==> config.mk <==
export PLATFORM = sky130hd
export DESIGN_NAME = lfsr_derand
export DESIGN_NICKNAME = d
export VERILOG_FILES = /design/src/rtl/derand_pkg.sv /design/src/rtl/derand_cfg_hold.sv /design/src/rtl/derand_gate.sv /design/src/rtl/derand_lfsr.sv /design/src/rtl/lfsr_derand.sv
export SDC_FILE = /design/constraint.sdc
export NUM_CORES = 1
export LEC_CHECK = 0
export ABC_AREA = 1
export BUFFER_PORTS_ARGS = -buffer_cell sky130_fd_sc_hd__buf_2
export CELL_PAD_IN_SITES_DETAIL_PLACEMENT = 0
export CELL_PAD_IN_SITES_GLOBAL_PLACEMENT = 1
export CORE_MARGIN = 4
export CORE_UTILIZATION = 36
export DETAILED_ROUTE_END_ITERATION = 10
export PLACE_DENSITY = 0.79
export SYNTH_ARGS = -nofsm -noshare
export SYNTH_HDL_FRONTEND = slang
export SYNTH_SLANG_ARGS = --single-unit
==> constraint.sdc <==
create_clock -name clk_i -period 3.62 [get_ports clk_i]
set_clock_uncertainty 0.05 [all_clocks]
set_input_delay 0.724 -clock clk_i [delete_from_list [all_inputs] [get_ports clk_i]]
set_output_delay 0.724 -clock clk_i [all_outputs]
set_load 0.02 [all_outputs]
==> src/rtl/derand_pkg.sv <==
package derand_pkg;
  localparam int unsigned LFSR_W  = 16;
  localparam int unsigned LEN_W   = 4;
  localparam int unsigned OFF_W   = 8;
  localparam int unsigned MIN_LEN = 7;

  localparam logic [LFSR_W-1:0] STD_POLY = 16'h00A9;
  localparam logic [LFSR_W-1:0] STD_SEED = 16'h00FF;
  localparam logic [LEN_W-1:0]  STD_LEN  = 4'd8;

  typedef struct packed {
    logic              en;
    logic [LFSR_W-1:0] poly;
    logic [LFSR_W-1:0] seed;
    logic [LEN_W-1:0]  len;
    logic [OFF_W-1:0]  off;
  } derand_cfg_t;
endpackage

==> src/rtl/derand_cfg_hold.sv <==
module derand_cfg_hold
  import derand_pkg::*;
(
  input  logic        clk_i,
  input  logic        rst_ni,
  input  logic        fs_i,
  input  derand_cfg_t cfg_i,
  output derand_cfg_t cfg_o
);
  derand_cfg_t cfg_in_c, held_q;

  always_comb begin
    cfg_in_c = cfg_i;
    if (cfg_i.len < LEN_W'(MIN_LEN)) cfg_in_c.len = LEN_W'(MIN_LEN);
  end

  always_ff @(posedge clk_i or negedge rst_ni) begin
    if (!rst_ni) begin
      held_q.en   <= 1'b1;
      held_q.poly <= STD_POLY;
      held_q.seed <= STD_SEED;
      held_q.len  <= STD_LEN;
      held_q.off  <= '0;
    end else if (fs_i) begin
      held_q <= cfg_in_c;
    end
  end

  // frame-start bit already uses the fresh settings
  assign cfg_o = fs_i ? cfg_in_c : held_q;
endmodule

==> src/rtl/derand_gate.sv <==
module derand_gate #(
  parameter int unsigned OFF_W = 8
) (
  input  logic             clk_i,
  input  logic             rst_ni,
  input  logic             fs_i,
  input  logic             valid_i,
  input  logic [OFF_W-1:0] off_i,
  output logic             active_o
);
  logic             armed_q, armed_c;
  logic [OFF_W-1:0] remain_q, remain_c;

  assign armed_c  = fs_i | armed_q;
  assign remain_c = fs_i ? off_i : remain_q;
  assign active_o = armed_c && (remain_c == '0);

  always_ff @(posedge clk_i or negedge rst_ni) begin
    if (!rst_ni) begin
      armed_q  <= 1'b0;
      remain_q <= '0;
    end else begin
      armed_q <= armed_c;
      if (valid_i && armed_c && remain_c != '0) remain_q <= remain_c - 1'b1;
      else                                       remain_q <= remain_c;
    end
  end
endmodule

==> src/rtl/derand_lfsr.sv <==
module derand_lfsr #(
  parameter int unsigned W     = 16,
  parameter int unsigned LEN_W = 4
) (
  input  logic             clk_i,
  input  logic             rst_ni,
  input  logic             load_i,
  input  logic             step_i,
  input  logic [W-1:0]     seed_i,
  input  logic [W-1:0]     poly_i,
  input  logic [LEN_W-1:0] len_i,
  output logic             key_o
);
  logic [W-1:0]     state_q, cur_c;
  logic [LEN_W-1:0] top_idx;
  logic             fb_c;

  assign cur_c   = load_i ? seed_i : state_q;
  assign top_idx = len_i - 1'b1;
  assign key_o   = cur_c[top_idx];

  // stage j holds a[n+L-1-j]; tap k pairs with a[n+k]
  always_comb begin
    fb_c = 1'b0;
    for (int j = 0; j < int'(W); j++) begin
      if (j < int'(len_i))
        fb_c = fb_c ^ (poly_i[LEN_W'(int'(len_i) - 1 - j)] & cur_c[j]);
    end
  end

  always_ff @(posedge clk_i or negedge rst_ni) begin
    if (!rst_ni)     state_q <= '1;
    else if (step_i) state_q <= {cur_c[W-2:0], fb_c};
    else             state_q <= cur_c;
  end
endmodule

==> src/rtl/lfsr_derand.sv <==
module lfsr_derand
  import derand_pkg::*;
(
  input  logic              clk_i,
  input  logic              rst_ni,
  input  logic              frame_start_i,
  input  logic              bit_valid_i,
  input  logic              bit_i,
  input  logic              cfg_enable_i,
  input  logic [LFSR_W-1:0] cfg_poly_i,
  input  logic [LFSR_W-1:0] cfg_seed_i,
  input  logic [LEN_W-1:0]  cfg_len_i,
  input  logic [OFF_W-1:0]  cfg_offset_i,
  output logic              bit_valid_o,
  output logic              bit_o
);
  derand_cfg_t cfg_raw, cfg_eff;
  logic        active, key, step;
  logic        valid_q, bit_q;

  assign cfg_raw = '{en: cfg_enable_i, poly: cfg_poly_i, seed: cfg_seed_i,
                     len: cfg_len_i, off: cfg_offset_i};

  derand_cfg_hold i_cfg (
    .clk_i (clk_i), .rst_ni(rst_ni), .fs_i(frame_start_i),
    .cfg_i (cfg_raw), .cfg_o(cfg_eff)
  );

  derand_gate #(.OFF_W(OFF_W)) i_gate (
    .clk_i (clk_i), .rst_ni(rst_ni), .fs_i(frame_start_i),
    .valid_i(bit_valid_i), .off_i(cfg_eff.off), .active_o(active)
  );

  assign step = bit_valid_i & active;

  derand_lfsr #(.W(LFSR_W), .LEN_W(LEN_W)) i_lfsr (
    .clk_i (clk_i), .rst_ni(rst_ni), .load_i(frame_start_i), .step_i(step),
    .seed_i(cfg_eff.seed), .poly_i(cfg_eff.poly), .len_i(cfg_eff.len),
    .key_o (key)
  );

  always_ff @(posedge clk_i or negedge rst_ni) begin
    if (!rst_ni) begin
      valid_q <= 1'b0;
      bit_q   <= 1'b0;
    end else begin
      valid_q <= bit_valid_i;
      bit_q   <= bit_i ^ (step & cfg_eff.en & key);
    end
  end

  assign bit_valid_o = valid_q;
  assign bit_o       = bit_q;
endmodule

Word-level counts from Yosys, hierarchy flattened --
Index checks and enable logic that the tools add are counted.
Operators by class: bitwise logic cells 34, $add $sub $neg 17, reductions and logical operators 5, multiplexer cells 68, $lt $le $gt $ge 32
Operator list (number):
- $lt 4x6->1 const B | 15
- $bmux 1 s4 | 16
- $mux 1 | 46
- $mux 45 | 1
- $mux 16 | 2
- $sub 4x4->4 const B | 8
- $lt 4x4->1 const A | 7
- $and 1x1->1 | 18
- $lt 3x4->1 const A | 4
- $mux 8 | 2
- $sub 4x3->4 const B | 4
- $xor 1x1->1 | 15
- $logic_not 8->1 | 1
- $lt 1x4->1 const A | 2
- $lt 2x4->1 const A | 2
- $reduce_bool 8->1 | 1
- $sub 4x1->4 const B | 2
- $sub 4x2->4 const B | 2
- $sub 8x1->8 const B | 1
- $lt 4x5->1 const B | 1
- $lt 4x3->1 const B | 1
- $mux 4 | 1
- $logic_and 1x1->1 | 3
- $or 1x1->1 | 1
Word-level totals: register bits 72, input bits 50

Depth between registers and ports, before layout --
Gate-level depths: netlist of the first run.
depth in word-level cells 38, gate-level depth with buffers 33, gate-level depth less buffers 29

By module --
A second synthesis of the first run with hierarchy kept.
Unflattened totals: cell total of the unflattened synthesis 800, area, all modules 5247.5 um^2
Modules (own cells, without submodules):
- derand_lfsr | area each 2585.0 um^2, cells each 485, sequential area each 420.4 um^2, times used 1
- derand_cfg_hold | area each 1805.5 um^2, cells each 190, sequential area each 1143.6 um^2, times used 1
- derand_gate | area each 775.7 um^2, cells each 115, sequential area each 225.2 um^2, times used 1
- lfsr_derand | area each 81.3 um^2, cells each 10, sequential area each 50.0 um^2, times used 1

Least setup slack after synthesis of the first run --
No wires, ideal clock.
kind input to register, start input port frame_start_i, end register i_lfsr.state_q[0], cell stages on the path 32, library setup time 76 ps, setup slack -192 ps, data arrival time 3687 ps, cells stage by stage buf_6 nand3_2 nand2_2 buf_6 buf_2 clkbuf_1 ha_1 clkbuf_1 inv_1 nand3_1 nand2_4 ha_1 a21oi_1 inv_1 nand2_1 nand2_1 nand2_1 nand2_1 nor2_1 nand2_1 nand2_2 nand2_1 inv_1 nor2_1 nand2_1 nand2_1 nand2_1 nand2_1 nand2_1 nand2_1 nand2_1 nand2_1
On the way: word-level cells in the longest chain between the ends 36
RTL lines:
- start, declared | RTL line lfsr_derand.sv:6 | input logic frame_start_i,
- $mux 45 | RTL line derand_cfg_hold.sv:30 | assign cfg_o = fs_i ? cfg_in_c : held_q;
- $sub 4x1->4 | RTL line derand_lfsr.sv:27 | fb_c = fb_c ^ (poly_i[LEN_W'(int'(len_i) - 1 - j)] & cur_c[j]);
- $sub 4x2->4 or $bmux 1 s4 (tied branches) | RTL line derand_lfsr.sv:27
- $bmux 1 s4 or $mux 1 (tied branches) | RTL line derand_lfsr.sv:27
- $mux 1 (not written as such) | RTL line derand_lfsr.sv:27
- $mux 1 (not written as such) or $and 1x1->1 (tied branches) | RTL line derand_lfsr.sv:27
- $and 1x1->1 or $mux 1 (tied branches) | RTL line derand_lfsr.sv:27, derand_lfsr.sv:26
- $xor 1x1->1 | RTL line derand_lfsr.sv:27
- [20 not listed]
- $mux 1 | RTL line derand_lfsr.sv:26 | if (j < int'(len_i))
- $xor 1x1->1 | RTL line derand_lfsr.sv:27
- $mux 1 | RTL line derand_lfsr.sv:26
- $xor 1x1->1 | RTL line derand_lfsr.sv:27
- $mux 1 | RTL line derand_lfsr.sv:26
- $xor 1x1->1 | RTL line derand_lfsr.sv:27
- $mux 1 | RTL line derand_lfsr.sv:26
- $mux 16 * | RTL line derand_lfsr.sv:33 | else if (step_i) state_q <= {cur_c[W-2:0], fb_c};
- end signal, assigned | RTL line derand_lfsr.sv:33
- end signal, assigned | RTL line derand_lfsr.sv:34 | else state_q <= cur_c;
- end, declared | RTL line derand_lfsr.sv:14 | logic [W-1:0] state_q, cur_c;
Every way passes the cells marked *; elsewhere a longest branch is shown, timed or not. The select of a mux whose other input is x is not followed.

==> results of run 1 <==
## power groups by stage
stage                     registers, mW  logic, mW  clock network [mW]
after CTS                         0.623      0.788               0.473
after global routing              0.629      0.914               0.502
final                             0.623      0.787               0.457
after detailed placement          0.633      0.784                   0
after floorplan                   0.630      0.583                   0
after global placement            0.631      0.773                   0
## state kept, by name (all words and copies together) (netlist names)
register / cells
bit_o: 1
i_gate.armed_q: 1
bit_valid_o: 1
i_lfsr.state_q: 16
i_gate.remain_q: 8
i_cfg.held_q: 21
## worst paths after layout
path	start	to	slack (ns)	cells past startpoint
max	frame_start_i	i_lfsr.state_q[0]	0.38	28
min	i_gate.armed_q	i_gate.armed_q	0.40	1
max reg2reg	i_cfg.held_q[8]	i_lfsr.state_q[0]	0.65	27
min reg2reg	i_gate.armed_q	i_gate.armed_q	0.40	1
max in group asynchronous	rst_ni	i_gate.armed_q	2.27	1
min in group asynchronous	rst_ni	i_gate.remain_q[2]	0.59	1
## cells by family after synthesis
| group | Yosys count |
|---|---|
| AOI/OAI and AO/OA | 63 |
| adders and majority gates | 13 |
| and+or+nand+nor | 467 |
| DFF | 48 |
| xor gates and xnor gates | 11 |
| buffers and inverters | 125 |
## metal layers
metal,share of wire (%),wire length (um),vias to the layer above
li1,-,-,2335
met1,47,5640,2051
met2,46,5460,76
met3,4.7,564,16
met4,1.8,218,0
met5,0,0,-
## stage by stage
stage / setup WS [ns] / utilization [%] / area (um2)
after global routing: 0.00380 / 42.3 / 4890
final: 0.384 / 42.3 / 4890
after CTS: 0.393 / 42.3 / 4890
after detailed placement: 0.0971 / 41.1 / 4750
after global placement: 0.152 / 41.1 / 4750
after floorplan: 0.00358 / - / 4320
## cell usage after synthesis (all sizes together), types with 3 or more instances
cell type | number | share of area (%)
nand3 | 71 | 8.5
dfrtp | 26 | 15
nor3 | 3 | 0.35
xor2 | 9 | 2.0
nor2 | 27 | 2.4
inv | 97 | 8.4
clkbuf | 7 | 0.64
o21ai | 38 | 4.4
nand2 | 357 | 32
buf | 21 | 3.7
dfstp | 22 | 13
nand4 | 4 | 0.58
ha | 13 | 3.8
a211oi | 5 | 0.87
a21oi | 16 | 1.9
## layout make-up
| type | count | area, um2 |
|---|---|---|
| Clock buffer | 7 | 133 |
| Sequential cell | 48 | 1230 |
| Clock inverter | 1 | 8.76 |
| Timing Repair Buffer | 75 | 448 |
| Multi-Input combinational cell | 554 | 2530 |
| Inverter | 97 | 364 |
| Tap cell | 143 | 179 |
| Fill cell | 1252 | 6670 |
## worst register-to-register path: stages, from the launching register on
cell     delay [ns]
dfrtp_1        0.36
inv_1          0.04
nand2_1        0.07
nand2_2        0.12
inv_2          0.05
ha_1           0.31
buf_4          0.20
ha_1           0.21
inv_1          0.06
a21oi_1        0.25
inv_1          0.09
nand2_1        0.07
nand2_1        0.08
nand2_1        0.09
nand3_1        0.08
nand2_1        0.07
nand2_2        0.07
nand2_1        0.08
inv_1          0.04
nor2_1         0.08
nand2_1        0.08
nand2_1        0.06
nand2_1        0.06
nand2_1        0.06
nand2_1        0.04
nand2_1        0.05
nand2_1        0.05
nand2_1        0.06
==> flow_summary.json, run 1 <==
{
  "cellLeakagePower_nw": 2.82,
  "synth_compound_area_share_pct": 7.92,
  "first_pass_iters": 4,
  "grt_use_total_pct": 17.7,
  "clk_pin_slew_ns": 0.07,
  "path_buf_inv": 7,
  "fmax_ghz": 0.309,
  "synth-edff-count": 0,
  "synth_top_family_by_area": "simple AND/OR/NAND/NOR gates",
  "fin_nets": 844,
  "netSwitchingPower_mw": 0.732,
  "floorplan.rows": 39,
  "power.total_mw": 1.87,
  "synth_ff_type": "dfrtp_1",
  "place_inst": 917,
  "io_pins": 52,
  "synthSimpleGateAreaFrac_pct": 44.6,
  "rsz0062_at_grt": "no",
  "ctsResizeCount": 0,
  "ys_ff_latch": 48,
  "dp_hpwl_um": 9490,
  "share_comb_of_total_power_pct": 42.2,
  "max_cap_violations": 0,
  "min_path_type": "flop to flop",
  "die_y_um": 117,
  "h-tree-depth": 2,
  "totalWireLength_um": 11900,
  "numCtsBuffers": 5,
  "antenna_found_initial": 0,
  "diodes": 0,
  "slowest_delay_ns": 0.31,
  "syn_inst": 727,
  "grt_first_pass_wirelength_um": 20500,
  "clockBufferDepth": 2,
  "layout_commonest_cell": "nand2_1",
  "clkPwrFrac_pct": 24.5,
  "setup-violations-final": 0,
  "cp_common_cell": "nand2_1",
  "start_kind": "input port",
  "vias": 4478,
  "synth_area_per_cell_um2": 5.93,
  "crit_arrival_ns": 3.42,
  "critPathMaxFanout": 13,
  "grt_overflow": 0,
  "drtIter0Drc": 288,
  "stdcell_count": 925,
  "netlist_area_um2": 4310,
  "synth_cell_type_count": 33,
  "dieArea_um2": 13800,
  "numPortBuffers": 51,
  "core-area_um2": 11600,
  "wire_per_inst_um": 12.8,
  "grt_util_met2_pct": 29.6,
  "initial_utilization_pct": 37.3,
  "grt_max_degree": 49,
  "syn-num-nets": 790,
  "cts_setup_buffers": 0,
  "worstSkewPairLatency_ns": 0.29,
  "postCtsHoldBufs": 0,
  "period_share_pct": 89.4,
  "async_flop_share_pct": 100,
  "swShare_pct": 39.2,
  "cts_tree": "done",
  "grt-busiest-layer": "met2",
  "via_per_inst": 4.84,
  "max_slew.worst_pin.slew_ns": 1.08,
  "fin_tns_setup_ns": 0,
  "gp_routability_congestion": 0.959,
  "final-hold-violation-count": 0,
  "grt_pass1_vias": 4349,
  "synthAdderAreaFrac_pct": 3.77,
  "synth-seq-area-share_pct": 28.5,
  "drc": 0,
  "muxShareOfSynthArea_pct": 0,
  "cp.required_ns": 3.81,
  "ys_warn_count": 0,
  "clock-sinks": 48,
  "ir_drop_v": 0.000148,
  "finalCriticalPeriod_ns": 3.24,
  "critPathTopFamily": "simple AND/OR/NAND/NOR gates",
  "end_kind": "flop",
  "final_cell_mix": "nand2_1 (344), inv_1 (95), nand3_1 (69)",
  "finalMaxSlewViolations": 0,
  "status": "finished, final reports clean",
  "relSlewSlack_pct": 27.7,
  "antenna_left": 0,
  "cellInternalPower_mw": 1.13,
  "cp_slowest_cell": "ha_1",
  "path_class": "input port to flop",
  "hold_slack_ns": 0.398,
  "seqPwrFrac_pct": 33.4,
  "yosys.area_share.xor_xnor_pct": 2.41,
  "area_delta_synth_final_pct": 13.5,
  "die_w_um": 117,
  "met1_usage_pct": 23.6,
  "power_density_nw_per_um2": 381,
  "drive_gt1_share_pct": 15.9,
  "clock-root-buffer": "clkbuf_16",
  "met3_usage_pct": 3.08
}
No activity file was read; power rests on OpenSTA's default activity.
==> run 2, diff against run 1 <==
Settings changed: CORE_UTILIZATION 36 to 35, PLACE_DENSITY 0.79 to 0.77.
==> run 2 against run 1 <==
Count of clock-buffer cells in the layout down 2. Total power grew 5.2%. Setup slack improved by 0.048 ns. First-iteration DRC count increased by 12%. Via count decreased by 0.29%. Sequential cell count stayed put. Final cell count is 2.8% higher. Sequential power about the same. Hold slack got worse by 0.0029 ns. Critical path depth did not move. Register-to-register slack gained 0.03 ns. Clock power increased by 18%. Critical path type unchanged. Highest routed layer unchanged.
==> flow_summary.json, run 2 (same netlist as run 1, synthesis figures left out) <==
{
  "numCtsBuffers": 5,
  "top_register": "i_cfg.held_q",
  "layout_commonest_cell": "nand2_1",
  "start_kind": "input port",
  "io_pins": 52,
  "r2r_slack_ns": 0.68,
  "finalCriticalPeriod_ns": 3.19,
  "cp.required_ns": 3.80,
  "dpl_worst_slack_ns": 0.0832,
  "clockBufferDepth": 2,
  "clk_pin_slew_ns": 0.07,
  "die_y_um": 119,
  "clock-root-buffer": "clkbuf_16",
  "hold_slack_ns": 0.395,
  "antenna_left": 0,
  "via_per_inst": 4.70,
  "core-area_um2": 12100,
  "cellLeakagePower_nw": 2.84,
  "path_class": "input port to flop",
  "max_slew.worst_pin.slew_ns": 0.654,
  "setup-violations-final": 0,
  "fmax_ghz": 0.314,
  "grt_first_pass_wirelength_um": 20400,
  "cts_setup_buffers": 0,
  "grt_use_total_pct": 17.5,
  "rsz0062_at_grt": "no",
  "relSlewSlack_pct": 56.4,
  "vias": 4465,
  "gp_routability_congestion": 0.960,
  "first_pass_iters": 5,
  "min_path_type": "input port to asynchronous set/reset pin",
  "end_kind": "flop",
  "dp_hpwl_um": 9650,
  "r2r.worst_path.cells": 27,
  "final_cell_mix": "nand2_1 (344), inv_1 (95), nand3_1 (69)",
  "ir_drop_v": 0.000176,
  "cts_tree": "done",
  "drive_gt1_share_pct": 16.3,
  "crit_arrival_ns": 3.37,
  "finalMaxSlewViolations": 0,
  "fin_nets": 845,
  "h-tree-depth": 2,
  "top_regs": "i_cfg.held_q x21, i_lfsr.state_q x16, i_gate.remain_q x8",
  "initial_utilization_pct": 35.8,
  "drtIter0Drc": 323,
  "fin_tns_setup_ns": 0,
  "grt_pass1_vias": 4262,
  "numPortBuffers": 51,
  "setup_slack_ns": 0.432,
  "diodes": 0,
  "period_share_pct": 88.1,
  "antenna_found_initial": 0,
  "totalWireLength_um": 12000,
  "clock-sinks": 48,
  "largest_reg_flops": 21,
  "worstSkewPairLatency_ns": 0.30,
  "status": "finished, final reports clean",
  "crit_path_start": "frame_start_i",
  "wire_per_inst_um": 12.6,
  "drc": 0,
  "die_w_um": 119,
  "final-hold-violation-count": 0,
  "worstReg2RegEnd": "i_lfsr.state_q[0]",
  "max_cap_violations": 0,
  "timing.rr.start": "i_cfg.held_q[8]",
  "area_delta_synth_final_pct": 15.4,
  "floorplan.rows": 40,
  "final_util_pct": 41.3,
  "power_density_nw_per_um2": 394,
  "grt_max_degree": 46,
  "grt_overflow": 0,
  "dieArea_um2": 14200,
  "power.total_mw": 1.96,
  "critPathMaxFanout": 8
}
run 2: cell count changes in the layout (fill, tap and decap cells not counted):
cell | before | now
clkbuf_1 | 2 | 0
bufinv_16 | 0 | 1
buf_12 | 1 | 2
clkinv_1 | 0 | 1
a21oi_2 | 0 | 2
a21oi_1 | 16 | 14
run 2: how the worst max path moves through the flow:
stage,to,slack [ns],depth (start not counted)
floorplan,i_lfsr.state_q[0],0.004,32
global placement,i_lfsr.state_q[0],0.17,28
detailed placement,i_lfsr.state_q[0],0.08,28
CTS,i_lfsr.state_q[0],0.38,28
global route,i_lfsr.state_q[0],0.0009,28
finish,i_lfsr.state_q[0],0.43,28
run 2: worst max-delay path, stage by stage:
cell     delay [ns]
buf_2          0.13
inv_1          0.09
nand2_1        0.09
nand2_2        0.11
inv_2          0.04
ha_1           0.36
inv_1          0.15
ha_1           0.27
a21oi_2        0.19
inv_1          0.08
nand2_1        0.07
nand2_1        0.09
nand2_1        0.10
nand2_1        0.05
nor2_1         0.09
nand2_1        0.07
nand2_2        0.07
inv_1          0.04
nand2_1        0.05
nand2_1        0.05
nand2_1        0.08
nand2_1        0.06
nand2_1        0.07
nand2_1        0.05
nand2_1        0.05
nand2_1        0.04
nand2_1        0.05
nand2_1        0.05
run 2: per-layer routing:
metal | vias to the layer above | routed length, um | GRT usage [%]
met5 | - | 0 | 0
met4 | 0 | 174 | 4.71
met3 | 12 | 550 | 2.23
met2 | 88 | 5570 | 30.1
met1 | 2030 | 5660 | 23.2
li1 | 2335 | - | -
run 2: power by group:
part           internal, mW  switching [mW]
sequential            0.609          0.0145
combinational         0.274           0.526
clock                 0.325           0.216
total                  1.21           0.756
run 2: stage by stage:
| step | instance area, um2 | std cells |
|---|---|---|
| final | 4980 | 951 |
| after detailed placement | 4800 | 943 |
| after floorplan | 4320 | 727 |
| after global placement | 4800 | 943 |
| after CTS | 4970 | 951 |
| after global routing | 4980 | 951 |
run 2: cell type report:
| cell class | instances | area, um2 |
|---|---|---|
| clock buffers | 5 | 125 |
| clock inverters | 3 | 42.5 |
| fillers | 1290 | 7080 |
| inverters | 97 | 364 |
| multi-input cells | 554 | 2540 |
| flip-flops and latches | 48 | 1230 |
| well taps | 168 | 210 |
| repair buffers | 76 | 468 |
run 2: what timing repair did:
action,CTS,global route
gates resized for setup,0,2
endpoints found under the setup margin,0,1
hold buffers,0,0
